==> config.mk <==
export PLATFORM = sky130hd
export DESIGN_NAME = phy_speed_cfg
export DESIGN_NICKNAME = d
export VERILOG_FILES = /design/src/rtl/phy_cfg_pkg.sv /design/src/rtl/phy_mode_profile.sv /design/src/rtl/phy_dll_timer.sv /design/src/rtl/phy_speed_cfg.sv
export SDC_FILE = /design/constraint.sdc
export NUM_CORES = 1
export LEC_CHECK = 0
export ABC_CLOCK_PERIOD_IN_PS = 2260
export CAP_MARGIN = 20
export CORE_ASPECT_RATIO = 1.4
export CORE_UTILIZATION = 57
export CTS_BUF_LIST = sky130_fd_sc_hd__clkbuf_16
export CTS_CLUSTER_DIAMETER = 40
export DETAILED_ROUTE_END_ITERATION = 8
export PLACE_DENSITY = 0.9
export SLEW_MARGIN = 20
export SYNTH_ARGS = -nofsm -noshare
export SYNTH_HDL_FRONTEND = slang
export SYNTH_HIERARCHICAL = 1
export SYNTH_SLANG_ARGS = --single-unit
==> constraint.sdc <==
create_clock -name clk -period 2.26 [get_ports clk]
set_input_delay 0.339 -clock clk [delete_from_list [all_inputs] [get_ports clk]]
set_output_delay 0.339 -clock clk [all_outputs]
set_load 0.02 [all_outputs]
==> src/rtl/phy_cfg_pkg.sv <==
package phy_cfg_pkg;

  localparam int REG_AW = 8;
  localparam int REG_DW = 8;

  // PHY register map (addresses decoded by the PHY)
  localparam logic [REG_AW-1:0] A_DLL  = 8'h00;
  localparam logic [REG_AW-1:0] A_PAD  = 8'h01;
  localparam logic [REG_AW-1:0] A_ITAP = 8'h0C;
  localparam logic [REG_AW-1:0] A_OTAP = 8'h0D;
  localparam logic [REG_AW-1:0] A_MODE = 8'h11;
  localparam logic [REG_AW-1:0] A_TRIM = 8'h12;

  localparam logic [REG_DW-1:0] TRIM_VAL   = 8'h08;
  localparam int                LOCK_BIT   = 4;
  localparam logic [4:0]        DLL_ON_LOW = 5'b01000;

  typedef enum logic [2:0] {
    TM_LEGACY = 3'd0,
    TM_HS     = 3'd1,
    TM_HS200  = 3'd2,
    TM_DDR    = 3'd3,
    TM_HS400  = 3'd4
  } timing_e;

  typedef enum logic [1:0] {
    FQ_200   = 2'd0,
    FQ_100   = 2'd1,
    FQ_50    = 2'd2,
    FQ_OTHER = 2'd3
  } freq_e;

  typedef struct packed {
    logic [REG_DW-1:0] mode_val;
    logic [REG_DW-1:0] otap_val;
    logic [REG_DW-1:0] itap_val;
    logic              pad_rmw;
    logic              dll_on;
  } profile_t;

  typedef enum logic [3:0] {
    ST_IDLE,
    ST_MODE,
    ST_PAD_RD,
    ST_PAD_WAIT,
    ST_PAD_WR,
    ST_OTAP,
    ST_ITAP,
    ST_TRIM,
    ST_DLL_RST,
    ST_DLL_EN,
    ST_POLL_RD,
    ST_POLL_WAIT,
    ST_DONE
  } seq_state_e;

  function automatic logic [REG_DW-1:0] tap_enc(input logic [3:0] tap);
    return {{(REG_DW-5){1'b0}}, tap, 1'b1};
  endfunction

  function automatic logic [1:0] freq_to_sel(input logic [1:0] fq);
    case (fq)
      FQ_100:  return 2'd2;
      FQ_50:   return 2'd1;
      default: return 2'd0;
    endcase
  endfunction

endpackage

==> src/rtl/phy_mode_profile.sv <==
module phy_mode_profile
  import phy_cfg_pkg::*;
(
  input  logic [2:0] timing,
  input  logic       enh_strobe,
  output profile_t   prof,
  output logic       known
);

  always_comb begin
    prof  = '0;
    known = 1'b1;
    if (enh_strobe) begin
      prof.mode_val = 8'h01;
      prof.otap_val = tap_enc(4'd1);
      prof.itap_val = tap_enc(4'd0);
      prof.dll_on   = 1'b1;
    end else begin
      case (timing)
        TM_LEGACY: begin
          prof.mode_val = 8'h04;
        end
        TM_HS: begin
          prof.mode_val = 8'h00;
          prof.otap_val = tap_enc(4'd3);
          prof.itap_val = tap_enc(4'd2);
          prof.dll_on   = 1'b1;
        end
        TM_HS200: begin
          prof.mode_val = 8'h00;
          prof.otap_val = tap_enc(4'd2);
          prof.itap_val = 8'h00;
          prof.pad_rmw  = 1'b1;
          prof.dll_on   = 1'b1;
        end
        TM_DDR: begin
          prof.mode_val = 8'h08;
          prof.otap_val = tap_enc(4'd1);
          prof.itap_val = tap_enc(4'd0);
          prof.dll_on   = 1'b1;
        end
        TM_HS400: begin
          prof.mode_val = 8'h02;
          prof.otap_val = tap_enc(4'd1);
          prof.itap_val = tap_enc(4'd10);
          prof.pad_rmw  = 1'b1;
          prof.dll_on   = 1'b1;
        end
        default: known = 1'b0;
      endcase
    end
  end

endmodule

==> src/rtl/phy_dll_timer.sv <==
module phy_dll_timer #(
  parameter int LIMIT = 10000
) (
  input  logic clk,
  input  logic rst_n,
  input  logic clear,
  input  logic run,
  output logic expired
);

  localparam int CW = $clog2(LIMIT + 1);
  localparam logic [CW-1:0] LIM = CW'(LIMIT);

  logic [CW-1:0] cnt_q;

  always_ff @(posedge clk) begin
    if (!rst_n)                 cnt_q <= '0;
    else if (clear)             cnt_q <= '0;
    else if (run && cnt_q != LIM) cnt_q <= cnt_q + 1'b1;
  end

  assign expired = (cnt_q == LIM);

endmodule

==> src/rtl/phy_speed_cfg.sv <==
module phy_speed_cfg
  import phy_cfg_pkg::*;
#(
  parameter int POLL_LIMIT = 10000,
  parameter int DRV_W      = 2
) (
  input  logic             clk,
  input  logic             rst_n,
  input  logic             cfg_start,
  input  logic [1:0]       cfg_freq,
  input  logic [2:0]       cfg_timing,
  input  logic             cfg_enh_strobe,
  input  logic [DRV_W-1:0] cfg_drv_type,
  output logic             phy_req_valid,
  input  logic             phy_req_ready,
  output logic             phy_req_write,
  output logic [7:0]       phy_req_addr,
  output logic [7:0]       phy_req_wdata,
  input  logic             phy_rsp_valid,
  input  logic [7:0]       phy_rsp_data,
  output logic             cfg_done,
  output logic             cfg_error
);

  localparam int PAD_SH = 2;

  seq_state_e        state_q, state_d;
  profile_t          prof_in, prof_q;
  logic              prof_known;
  logic [1:0]        fsel_q;
  logic [DRV_W-1:0]  drv_q;
  logic [REG_DW-1:0] pad_q;
  logic [1:0]        last_freq_q;
  logic              last_vld_q;
  logic              err_q, err_d;
  logic              xfer, tmr_clear, tmr_run, tmr_exp;
  logic              same_freq;

  phy_mode_profile u_prof (
    .timing     (cfg_timing),
    .enh_strobe (cfg_enh_strobe),
    .prof       (prof_in),
    .known      (prof_known)
  );

  phy_dll_timer #(.LIMIT(POLL_LIMIT)) u_timer (
    .clk     (clk),
    .rst_n   (rst_n),
    .clear   (tmr_clear),
    .run     (tmr_run),
    .expired (tmr_exp)
  );

  assign xfer      = phy_req_valid && phy_req_ready;
  assign same_freq = last_vld_q && (last_freq_q == cfg_freq);
  assign tmr_clear = (state_q == ST_DLL_EN) && xfer;
  assign tmr_run   = (state_q == ST_POLL_RD) || (state_q == ST_POLL_WAIT);

  // Request decode from sequencer state
  always_comb begin
    phy_req_valid = 1'b1;
    phy_req_write = 1'b1;
    phy_req_addr  = '0;
    phy_req_wdata = '0;
    case (state_q)
      ST_MODE: begin
        phy_req_addr  = A_MODE;
        phy_req_wdata = prof_q.mode_val;
      end
      ST_PAD_RD: begin
        phy_req_write = 1'b0;
        phy_req_addr  = A_PAD;
      end
      ST_PAD_WR: begin
        phy_req_addr  = A_PAD;
        phy_req_wdata = pad_q | (REG_DW'(drv_q) << PAD_SH);
      end
      ST_OTAP: begin
        phy_req_addr  = A_OTAP;
        phy_req_wdata = prof_q.otap_val;
      end
      ST_ITAP: begin
        phy_req_addr  = A_ITAP;
        phy_req_wdata = prof_q.itap_val;
      end
      ST_TRIM: begin
        phy_req_addr  = A_TRIM;
        phy_req_wdata = TRIM_VAL;
      end
      ST_DLL_RST: begin
        phy_req_addr  = A_DLL;
        phy_req_wdata = '0;
      end
      ST_DLL_EN: begin
        phy_req_addr  = A_DLL;
        phy_req_wdata = {1'b0, fsel_q, DLL_ON_LOW};
      end
      ST_POLL_RD: begin
        phy_req_write = 1'b0;
        phy_req_addr  = A_DLL;
      end
      default: begin
        phy_req_valid = 1'b0;
        phy_req_write = 1'b0;
      end
    endcase
  end

  // Next-state sequencing
  always_comb begin
    state_d = state_q;
    err_d   = err_q;
    case (state_q)
      ST_IDLE: begin
        if (cfg_start) begin
          err_d = 1'b0;
          if (same_freq || !prof_known) state_d = ST_DONE;
          else                          state_d = ST_MODE;
        end
      end
      ST_MODE:     if (xfer) state_d = prof_q.pad_rmw ? ST_PAD_RD : ST_OTAP;
      ST_PAD_RD:   if (xfer) state_d = ST_PAD_WAIT;
      ST_PAD_WAIT: if (phy_rsp_valid) state_d = ST_PAD_WR;
      ST_PAD_WR:   if (xfer) state_d = ST_OTAP;
      ST_OTAP:     if (xfer) state_d = ST_ITAP;
      ST_ITAP:     if (xfer) state_d = prof_q.dll_on ? ST_TRIM : ST_DLL_RST;
      ST_TRIM:     if (xfer) state_d = ST_DLL_RST;
      ST_DLL_RST:  if (xfer) state_d = prof_q.dll_on ? ST_DLL_EN : ST_DONE;
      ST_DLL_EN:   if (xfer) state_d = ST_POLL_RD;
      ST_POLL_RD:  if (xfer) state_d = ST_POLL_WAIT;
      ST_POLL_WAIT: begin
        if (phy_rsp_valid) begin
          if (phy_rsp_data[LOCK_BIT]) begin
            state_d = ST_DONE;
          end else if (tmr_exp) begin
            state_d = ST_DONE;
            err_d   = 1'b1;
          end else begin
            state_d = ST_POLL_RD;
          end
        end
      end
      ST_DONE: state_d = ST_IDLE;
      default: state_d = ST_IDLE;
    endcase
  end

  always_ff @(posedge clk) begin
    if (!rst_n) begin
      state_q     <= ST_IDLE;
      err_q       <= 1'b0;
      prof_q      <= '0;
      fsel_q      <= '0;
      drv_q       <= '0;
      pad_q       <= '0;
      last_freq_q <= '0;
      last_vld_q  <= 1'b0;
    end else begin
      state_q <= state_d;
      err_q   <= err_d;
      if (state_q == ST_IDLE && cfg_start) begin
        prof_q      <= prof_in;
        fsel_q      <= freq_to_sel(cfg_freq);
        drv_q       <= cfg_drv_type;
        last_freq_q <= cfg_freq;
        last_vld_q  <= 1'b1;
      end
      if (state_q == ST_PAD_WAIT && phy_rsp_valid) pad_q <= phy_rsp_data;
    end
  end

  assign cfg_done  = (state_q == ST_DONE);
  assign cfg_error = (state_q == ST_DONE) && err_q;

endmodule

==> impl_metrics.yaml <==
power_and_ir_drop:
  power_density_nw_per_um2: 1120
  vdd_ir_drop_max_v: 0.000776
  power.leakage_nw: 1.64
  total_power_mw: 4.61
routing:
  vias_per_cell: 5.76
  drc: 0
  wirelength_um: 8170
  antenna_left: 0
  avgRoutedWirePerCell_um: 15.3
  drtIter0Drc: 374
  firstDrtPassIters: 5
  num_vias: 3075
logic_synthesis:
  netlist_area_sq_um: 3370
  synthTopCellsByCount: "69 x nand2_1, 60 x dfxtp_1, 45 x a21oi_1, 42 x nor2_1, 23 x buf_4"
  synthDistinctLibCells: 61
  synthMostInstantiatedCell: "nand2_1"
  synth_area_per_cell_sq_um: 7.91
  async_reset_ff_frac: 0
  seq_area_frac_synth: 0.356
  synth_cells: 426
  yosysTopAreaCell: "dfxtp_1"
  synth.area.top_cells: "dfxtp_1 36%, nand2_1 7.7%, a21oi_1 6.7%, buf_4 5.1%, mux2i_1 4.8%"
  synth-warning-count: 6
  synth_edf_count: 0
  synth_top_cell_area_share: 0.356
  synth_ff_type: "dfxtp_1"
  ys_seq_elements: 60
global_routing:
  grt-ovfl-total: 0
  grt_max_degree: 45
  grt_pass1_vias: 2880
  globalRouteTotalUtil: 0.284
  antenna_found_initial: 0
  grt_first_pass_wirelength_um: 13300
placement:
  numPlacedInstances: 519
  io_buffers: 37
  dp_worst_setup_slack_ns: 0.0372
  gp_congestion: 0.887
  placed_area_sq_um: 3770
  dpl.hpwl_um: 5570
hold_path:
  hp-class: "flop to flop"
sta:
  final_max_slew_viol_count: 0
  setup_viol: 0
  rsz0062_at_grt: "yes"
  worst_slew_pin_slew_ns: 0.520
  fin_crit_ns: 2.20
  worst_hold_slack_ns: 0.456
  setup_ws_ns: 0.0573
  final.setup_skew_ns: 0.00386
  slew_headroom: 0.653
  finalHoldViolations: 0
  fmax_mhz: 454
  period_share: 0.975
die:
  die_w_um: 67.0
  rows: 32
  io_pins: 41
  start_util: 0.601
  die_h_um: 93.0
  core_sq_um: 5610
  fp.dieArea_sq_um: 6230
setup_path:
  crit_fanout: 9
  crit_required_ns: 1.92
  endpoint_kind: "output port"
  critPathKind: "flop to output port"
  crit_arrival_ns: 1.86
  cp-start-kind: "flop"
clock_tree:
  clk_latency_ns: 0.32
  path_clk_slew_ns: 0.05
  htreeDepth: 3
  clkSinkCount: 60
  cts_root_buf: "clkbuf_16"
  ctsHoldBuffers: 0
  cts_made_buffers: 9
  cts_tree: "built"
  post_cts_buffers: 0
  clk_path_buf_depth: 2
final_layout:
  nFillCells: 426
  final_nets: 485
  area_growth_pct: 21.6
  multi_input_comb_area_sq_um: 1900
  final_cell_area_sq_um: 4100
  stdcell_count: 534
  drive_gt1_frac: 0.131
  seq_area_sq_um: 1200
  antenna_cells: 0
run:
  maxCapViolations: 0
outcome:
  status: "finished clean"
path summary, 6_finish.rpt:
kind,startpoint,endpoint,slack [ns],cells past startpoint
worst min-delay path,prof_q[11]$_SDFFE_PN0P_,prof_q[11]$_SDFFE_PN0P_,0.46,2
worst min register to register,prof_q[11]$_SDFFE_PN0P_,prof_q[11]$_SDFFE_PN0P_,0.46,2
worst max-delay path,state_q[0]$_SDFFE_PN0P_,phy_req_wdata[6],0.06,5
worst max register to register,u_timer/cnt_q[0]$_SDFFE_PP0P_,state_q[2]$_SDFFE_PN0P_,0.19,9
worst max-delay path, stage by stage, from the launching register on:
cell and delay (ns):
dfxtp_2 0.42, mux2_2 0.35, a22oi_1 0.13, o21ai_0 0.11, a22o_1 0.21, dlygate4sd2_1 0.32
state kept, by name, indices dropped and copies added, names as in the netlist:
signal / count
last_vld_q: 1
u_timer/cnt_q: 14
prof_q: 26
err_q: 1
state_q: 4
fsel_q: 2
drv_q: 2
pad_q: 8
last_freq_q: 2
kinds of logic (layout without fill, tap and decap cells):
group	after synthesis	in the layout	synth area share
compound gates	84	84	0.159
xor+xnor	17	17	0.0442
fa+ha+maj	2	2	0.00743
buf+inv	59	84	0.103
flops	60	60	0.356
mux	18	18	0.0542
other cells	2	17	0.00223
simple gates	184	184	0.273
power breakdown:
part	internal, mW	switching [mW]	total, mW
clock	0.947	0.464	1.41
sequential	1.20	0.115	1.31
combinational	0.789	1.09	1.88
total	2.94	1.67	4.61
metal layers:
| layer | track usage | part of all wire | up-vias |
|---|---|---|---|
| met4 | 0.131 | 0.030 | 0 |
| met5 | 0 | 0 | - |
| li1 | - | - | 1491 |
| met2 | 0.497 | 0.52 | 132 |
| met1 | 0.326 | 0.40 | 1425 |
| met3 | 0.0512 | 0.056 | 27 |
area by class of cell:
type | instances | area share
clock buffers | 9 | 0.0550
clock inverters | 6 | 0.0195
inverters | 10 | 0.00916
multi-input cells | 322 | 0.463
flip-flops and latches | 60 | 0.294
well taps | 68 | 0.0208
repair buffers | 59 | 0.139
timing repair:
item	in CTS	in global routing
gates cloned	0	0
setup endpoints to repair	16	6
pin swaps	0	0
gates resized for setup	17	7
cell usage in the layout, fill, tap and decap left out, types with 12 or more instances in the layout:
cell type,n
conb_1,17
nand2_1,69
dlygate4sd2_1,12
a21oi_1,45
nor3_1,13
buf_4,18
dfxtp_1,59
xnor2_1,13
o21ai_0,12
clkdlybuf4s50_1,21
mux2i_1,16
nor2_1,42
metrics by stage:
| stage | TNS (ns) | util |
|---|---|---|
| after floorplan | 0 | - |
| after global placement | 0 | 0.673 |
| after detailed placement | 0 | 0.673 |
| after CTS | 0 | 0.727 |
| after global routing | -0.0267 | 0.731 |
| final | 0 | 0.731 |
Power figures use the tool's default switching activity.
